===== src/rtl/udt_pkg.sv =====
package udt_pkg;

   // Decoded software request to the counter after the access check.
   typedef struct packed {
      logic wr;
      logic rd;
   } udt_acc_t;

   // Largest positive signed value for a given width.
   function automatic logic [63:0] udt_max_pos(input int unsigned w);
      logic [63:0] v;
      v = '0;
      for (int unsigned i = 0; i + 1 < w; i++) v[i] = 1'b1;
      return v;
   endfunction

endpackage


===== src/rtl/udt_access_guard.sv =====
module udt_access_guard #(
   parameter bit ILL_REGISTERED = 1'b1
) (
   input  logic               clk,
   input  logic               rst_n,
   input  logic               acc_en_i,
   input  logic               wr_i,
   input  logic               rd_i,
   output udt_pkg::udt_acc_t  ok_o,
   output logic               illegal_o
);

   logic rejected;

   assign ok_o.wr  = wr_i & acc_en_i;
   assign ok_o.rd  = rd_i & acc_en_i;
   assign rejected = (wr_i | rd_i) & ~acc_en_i;

   generate
      if (ILL_REGISTERED) begin : g_ill_reg
         logic ill_q;
         always_ff @(posedge clk) begin
            if (!rst_n) ill_q <= 1'b0;
            else        ill_q <= rejected;
         end
         assign illegal_o = ill_q;
      end else begin : g_ill_comb
         logic unused_clk;
         assign unused_clk = clk ^ rst_n;
         assign illegal_o  = rejected;
      end
   endgenerate

endmodule


===== src/rtl/udt_count_core.sv =====
module udt_count_core #(
   parameter int unsigned CNT_W = 32
) (
   input  logic             clk,
   input  logic             rst_n,
   input  logic             tick_i,
   input  logic             load_i,
   input  logic [CNT_W-1:0] load_val_i,
   output logic [CNT_W-1:0] cnt_o,
   output logic             hit_o
);

   localparam logic [CNT_W-1:0] RST_VAL = CNT_W'(udt_pkg::udt_max_pos(CNT_W));
   localparam logic [CNT_W-1:0] ONE     = CNT_W'(1);

   logic [CNT_W-1:0] cnt_q;
   logic [CNT_W-1:0] cnt_d;
   logic             running;

   assign running = (cnt_q != '0);
   assign hit_o   = tick_i & (cnt_q == ONE);

   always_comb begin
      cnt_d = cnt_q;
      if (load_i)                 cnt_d = load_val_i;
      else if (tick_i && running) cnt_d = cnt_q - ONE;
   end

   always_ff @(posedge clk) begin
      if (!rst_n) cnt_q <= RST_VAL;
      else        cnt_q <= cnt_d;
   end

   assign cnt_o = cnt_q;

endmodule


===== src/rtl/udt_status_latch.sv =====
module udt_status_latch (
   input  logic clk,
   input  logic rst_n,
   input  logic set_i,
   input  logic clr_wr_i,
   input  logic clr_data_i,
   input  logic ien_wr_i,
   input  logic ien_data_i,
   output logic sts_o,
   output logic ien_o,
   output logic irq_o
);

   logic sts_q;
   logic ien_q;

   always_ff @(posedge clk) begin
      if (!rst_n) begin
         sts_q <= 1'b0;
         ien_q <= 1'b0;
      end else begin
         if (set_i)                       sts_q <= 1'b1;
         else if (clr_wr_i && clr_data_i) sts_q <= 1'b0;
         if (ien_wr_i) ien_q <= ien_data_i;
      end
   end

   assign sts_o = sts_q;
   assign ien_o = ien_q;
   assign irq_o = sts_q & ien_q;

endmodule


===== src/rtl/udec_timer.sv =====
module udec_timer #(
   parameter int unsigned CNT_W          = 32,
   parameter bit          ILL_REGISTERED = 1'b1
) (
   input  logic             clk,
   input  logic             rst_n,
   input  logic             tick_i,
   input  logic             acc_en_i,
   input  logic             cnt_wr_i,
   input  logic             cnt_rd_i,
   input  logic [CNT_W-1:0] cnt_wdata_i,
   output logic [CNT_W-1:0] cnt_rdata_o,
   input  logic             sts_wr_i,
   input  logic             sts_wdata_i,
   input  logic             ien_wr_i,
   input  logic             ien_wdata_i,
   output logic             sts_o,
   output logic             ien_o,
   output logic             irq_o,
   output logic             illegal_o
);

   initial begin
      assert (CNT_W >= 2 && CNT_W <= 64)
         else $fatal(1, "udec_timer: CNT_W must lie in 2..64");
   end

   udt_pkg::udt_acc_t acc_ok;
   logic [CNT_W-1:0]  cnt_q;
   logic              hit;

   udt_access_guard #(
      .ILL_REGISTERED(ILL_REGISTERED)
   ) u_guard (
      .clk       (clk),
      .rst_n     (rst_n),
      .acc_en_i  (acc_en_i),
      .wr_i      (cnt_wr_i),
      .rd_i      (cnt_rd_i),
      .ok_o      (acc_ok),
      .illegal_o (illegal_o)
   );

   udt_count_core #(
      .CNT_W(CNT_W)
   ) u_core (
      .clk        (clk),
      .rst_n      (rst_n),
      .tick_i     (tick_i),
      .load_i     (acc_ok.wr),
      .load_val_i (cnt_wdata_i),
      .cnt_o      (cnt_q),
      .hit_o      (hit)
   );

   udt_status_latch u_status (
      .clk        (clk),
      .rst_n      (rst_n),
      .set_i      (hit),
      .clr_wr_i   (sts_wr_i),
      .clr_data_i (sts_wdata_i),
      .ien_wr_i   (ien_wr_i),
      .ien_data_i (ien_wdata_i),
      .sts_o      (sts_o),
      .ien_o      (ien_o),
      .irq_o      (irq_o)
   );

   assign cnt_rdata_o = acc_ok.rd ? cnt_q : '0;

endmodule


===== config.mk =====
export PLATFORM = sky130hd
export DESIGN_NAME = udec_timer
export DESIGN_NICKNAME = d
export VERILOG_FILES = /design/src/rtl/udt_pkg.sv /design/src/rtl/udt_access_guard.sv /design/src/rtl/udt_count_core.sv /design/src/rtl/udt_status_latch.sv /design/src/rtl/udec_timer.sv
export SDC_FILE = /design/constraint.sdc
export NUM_CORES = 1
export LEC_CHECK = 0
export BUFFER_PORTS_ARGS = -buffer_cell sky130_fd_sc_hd__buf_2
export CAP_MARGIN = 10
export CORE_AREA = 5 5 103 66
export CTS_CLUSTER_SIZE = 30
export DETAILED_ROUTE_END_ITERATION = 7
export DIE_AREA = 0 0 108 71
export HOLD_SLACK_MARGIN = 0.03
export PLACE_DENSITY = 0.76
export SYNTH_ARGS = -nofsm -noshare
export SYNTH_HDL_FRONTEND = slang
export SYNTH_SLANG_ARGS = --single-unit
export TNS_END_PERCENT = 100

===== constraint.sdc =====
create_clock -name clk -period 2.3 [get_ports clk]
set_input_delay 0.575 -clock clk [delete_from_list [all_inputs] [get_ports clk]]
set_output_delay 0.575 -clock clk [all_outputs]
set_load 0.1 [all_outputs]

After elaboration in Yosys (flattened, before gate mapping)

Index checks and enable logic that the tools add are counted.

Register bits after elaboration: 35

Add/sub/neg operators: 1
Equal/unequal tests: 1
Multiplexer cells: 5
Bitwise logic cells: 7
Reduce and logical (&&, ||, !) cells: 5

Operator list:

| operator                                                             | number |
|---|---|
| 32-bit two-way mux                                                   | 3 |
| 32-bit by 1-bit == test with 1-bit output, second input constant     | 1 |
| 32-bit nonzero test                                                  | 1 |
| 32-bit by 1-bit subtractor with 32-bit output, second input constant | 1 |
| 1-bit bitwise AND                                                    | 5 |
| 2-bit nonzero test                                                   | 2 |
| 1-bit logical AND                                                    | 2 |
| 1-bit two-way mux                                                    | 2 |
| 1-bit inverter                                                       | 1 |
| 1-bit OR                                                             | 1 |

Depth between registers and ports, before layout

Word-level depth: 4
Gate-level depth with buffers: 9
Mapped depth without buffers: 7

Hierarchy

From an unflattened synthesis, not the netlist that was laid out.

Cells, all modules: 366
Area total of the unflattened synthesis: 2,806.4 um^2

Modules (own cells, without submodules):

| module           | instances | cells each | area an instance (um^2) |
|---|---|---|---|
| udt_count_core   | 1         | 318        | 2,423.6 |
| udec_timer       | 1         | 35         | 255.2 |
| udt_status_latch | 1         | 8          | 77.6 |
| udt_access_guard | 1         | 5          | 50.0 |

Worst setup path after synthesis

OpenSTA, ideal clock, no wires.

Path kind: register to output
Start point: reg u_status.sts_q (netlist: u_status.sts_o)
End point: out irq_o
Arrival: 1.813 ns
Slack: -0.088 ns
Stages on the path, launching flop included: 2
Cell sequence: dfxtp_1 and2_1

Longest elaborated chain between the ends: 1

RTL lines:

| element                | RTL line               | text |
|---|---|---|
| from (decl)            | udt_status_latch.sv:14 | `logic sts_q;` |
| from (signal assigned) | udt_status_latch.sv:19 | `sts_q <= 1'b0;` |
| from (signal assigned) | udt_status_latch.sv:22 | `if (set_i) sts_q <= 1'b1;` |
| from (signal assigned) | udt_status_latch.sv:23 | `else if (clr_wr_i && clr_data_i) sts_q <= 1'b0;` |
| 1-bit bitwise AND      | udt_status_latch.sv:30 | `assign irq_o = sts_q & ien_q;` |
| to (decl)              | udec_timer.sv:19       | `output logic irq_o,` |

Every way passes these cells.

Worst setup path after layout

Start point: reg u_core.cnt_q[27] (netlist: u_core.cnt_o[27])
End point: reg u_core.cnt_q[21] (netlist: u_core.cnt_o[21])

Longest elaborated chain between the ends: 3

RTL lines:

| element                      | RTL line             | text |
|---|---|---|
| from (decl)                  | udt_count_core.sv:16 | `logic [CNT_W-1:0] cnt_q;` |
| from (signal assigned)       | udt_count_core.sv:31 | `else cnt_q <= cnt_d;` |
| 32-bit nonzero test          | udt_count_core.sv:20 | `assign running = (cnt_q != '0);` |
| 1-bit logical AND            | udt_count_core.sv:26 | `else if (tick_i && running) cnt_d = cnt_q - ONE;` |
| 2-bit nonzero test (no line) | n/a                  |  |

Every way passes these cells.
A chain may end at the register's enable or synchronous reset.

==> metrics <==
ys flop type=dfxtp_1; Netlist cell types=53; Clock Sinks=35; number of placement rows=22; final hold vios=0; DR WL met3=about 1.2 mm; Critical Path Fanout Max=4; Max Cap Viol=0; post-route ant nets=0; Hold Crit Depth=3; Fmax=444 MHz; synth warn=0; number of setup buffers added after CTS=0; Post-route DRC=0; fin crit share=0.979; Starting DRT DRC Count=465; fin crit period=about 2300 ps; Diodes inserted=0; detailed placement HPWL=~7.5 mm; status=finished, final reports clean; met2 WL=roughly 4.3 mm; Core Box Area=5840 um^2; Post-Layout Cell Count=~540; reg2reg path depth=5; CTS H-tree lvls=2; Slew headroom=0.670; Mapped Area=approximately 2600 um^2; drt pass-1 iters=5; CP Launch Type=flip-flop; met1 wire length=between 4 and 5 mm; final setup vio count=0; Synth area leaders=dfxtp_1, and3_1, nor3_1; Post-synth EDFFs=0; clock skew after layout=between 6 and 7 ps; CP top delay family=simple AND/OR/NAND/NOR gates; WL final=9.90 mm; clk buf depth=2; hold_ws=approximately 500 ps; Clock Pin Slew Worst Setup and Hold Paths=approximately 80 ps; antenna violations before repair=0; Area Overhead vs Synth=51.9%; Reg-to-Reg End=u_core.cnt_o[21]$_SDFFE_PN1P_; nets@finish=502; setup ws final=48.8 ps; Hold Path Sink=u_core.cnt_o[4]$_SDFFE_PN1P_; Routed WL per cell=approximately 18 um; Worst R2R Start=u_core.cnt_o[27]$_SDFFE_PN1P_; largest net degree at the start of global routing=34; Worst Path Arrival=2440 ps; Critical Path Sink Type=flip-flop; worst-skew pair later-pin latency=around 290 ps; sequential share of the synthesized area=0.266; total grt overflow=0; total negative slack=0 ps; Die Ht=71 um; GP Congestion=around 0.95; placed cells=approximately 540; R2R Setup Slk=roughly 49 ps; Starting Density=0.452; Avg Inst Size Synth=~7.4 um^2; first-pass GRT wire length=around 16 mm; maximum vdd ir drop=roughly 0.0003 V; Cell Pwr Density=roughly 470 nW/um^2; Post-Syn Nets=398; most frequent CP cell=or3_4; CP required=2490 ps; highest metal used=met4; fraction of registers with async set/reset=0; CTS buffer count=5; Tightest Pin Transition=approximately 490 ps; Global Route Usage Sum=0.253; Vias=between 3000 and 4000; Crit Path Class=flip-flop to flip-flop; root buffer cell=clkbuf_8; CP max stage cell=or4_1; Port Buffers=77; fin. max-slew vios=0; Crit path largest cell delay=roughly 610 ps; Worst Hold Class=input pin to flip-flop; TritonCTS clock tree=built; Leak=around 1.7 nW; Vias per Instance=~6.2; worst path buffer plus inverter count=0; number of global-route vias before repair=between 3000 and 4000; pre-CTS setup slack=between 90 and 100 ps; synthesis-stage register bit count=35; hold_sp=cnt_wdata_i[4]; worst-path cell chain=or4_1 > or3_4 > or3_4 > a311o_1 > o221a_2; full die area=7670 um^2; Post-Synthesis Cells=around 350; area leader, netlist=dfxtp_1; fraction of layout cells with a size suffix above 1=0.338; final core occ=0.686; # IOs=78; Synth top area share=0.266; Chip Width=around 110 um
==> cell families (layout without fill, tap and decap cells) <==
group,Yosys count,after routing,share of synthesized area
fa+ha+maj,2,2,0.00950
buf+inv,42,147,0.0641
mux,2,2,0.00760
compound gates,54,54,0.164
flops,35,35,0.266
xor+xnor,2,2,0.00665
simple gates,217,217,0.482
==> stage by stage <==
| step | cell area [um^2] | total power, mW |
|---|---|---|
| floorplan | 2640 | 1.12 |
| global placement | 3890 | 1.41 |
| detailed placement | 3890 | 1.42 |
| CTS | 3970 | 1.85 |
| global route | 4000 | 1.93 |
| finish | 4000 | 1.87 |
==> cell usage after synthesis (4+ instances only) <==
| master | number |
|---|---|
| or3_1 | 5 |
| nor4_1 | 13 |
| dfxtp_1 | 35 |
| and3_1 | 42 |
| and2_1 | 4 |
| nand3b_1 | 9 |
| o311a_1 | 5 |
| and4_1 | 5 |
| a31oi_1 | 10 |
| clkbuf_1 | 26 |
| nor3_1 | 34 |
| nand3_1 | 24 |
| or2_2 | 5 |
| nor2_1 | 16 |
| nand4_1 | 11 |
| nand2_1 | 20 |
| nor3b_1 | 17 |
| inv_1 | 10 |
| a21oi_1 | 7 |
==> worst register-to-register path, stage by stage, from the launching register on <==
cell and delay [ps]:
dfxtp_1 320, or4_1 610, or3_4 380, or3_4 360
a311o_1 360, o221a_2 120
==> final cells by class <==
cell class                      count  area [um^2]
Multi-Input combinational cell    277         1790
Sequential cell                    35          703
Tap cell                           84          105
Fill cell                         481         1830
Timing Repair Buffer              128         1270
Inverter                           11         41.3
Clock inverter                      3         15.0
Clock buffer                        5         68.8
==> where the power goes <==
group / internal (mW) / total, mW / switching, mW
Sequential: 0.642 / 0.680 / 0.0376
Combinational: 0.274 / 0.740 / 0.466
Clock: 0.207 / 0.445 / 0.237
Total: 1.12 / 1.87 / 0.741
==> registers in the layout (all words and copies together), names as in the netlist <==
name and flops:
u_core.cnt_o 32, u_status.sts_o 1, u_status.ien_o 1, u_guard.illegal_o 1
==> routing by layer <==
layer | global-route usage | vias to the layer above
met4 | 0.0476 | 0
met2 | 0.382 | 230
met3 | 0.0638 | 15
met5 | 0 | -
met1 | 0.366 | 1567
li1 | - | 1567
==> layout by cell type, fill, tap and decap left out, types with 7 or more instances in the layout <==
cell type   n
dfxtp_1    33
nor2_1     16
nand2_1    20
buf_4      49
nand4_1    11
nand3_1    24
nor3_1     33
a21oi_1     7
inv_1      10
and3_1     42
buf_12     34
a31oi_1    10
nor3b_1    16
nand3b_1    9
nor4_1     13
buf_2      45
==> worst max path at each step <==
stage                                        startpoint                       endpoint  slack (ps)  depth (start not counted)
after floorplan           u_core.cnt_o[25]$_SDFFE_PN1P_  u_core.cnt_o[21]$_SDFFE_PN1P_          -6                          7
after global placement    u_core.cnt_o[27]$_SDFFE_PN1P_  u_core.cnt_o[21]$_SDFFE_PN1P_         150                          5
after detailed placement  u_core.cnt_o[27]$_SDFFE_PN1P_  u_core.cnt_o[21]$_SDFFE_PN1P_         100                          5
after CTS                  u_core.cnt_o[1]$_SDFFE_PN1P_  u_core.cnt_o[14]$_SDFFE_PN1P_          70                          8
after global routing      u_core.cnt_o[27]$_SDFFE_PN1P_   u_core.cnt_o[2]$_SDFFE_PN1P_          -5                          7
final                     u_core.cnt_o[27]$_SDFFE_PN1P_  u_core.cnt_o[21]$_SDFFE_PN1P_          50                          5
==> what timing repair did <==
action	CTS	global route
endpoints found under the hold margin	0	0
hold buffers	0	0
gates resized for setup	0	7
endpoints found under the setup margin	0	15
Note: power is estimated with default switching activity, not from simulation.
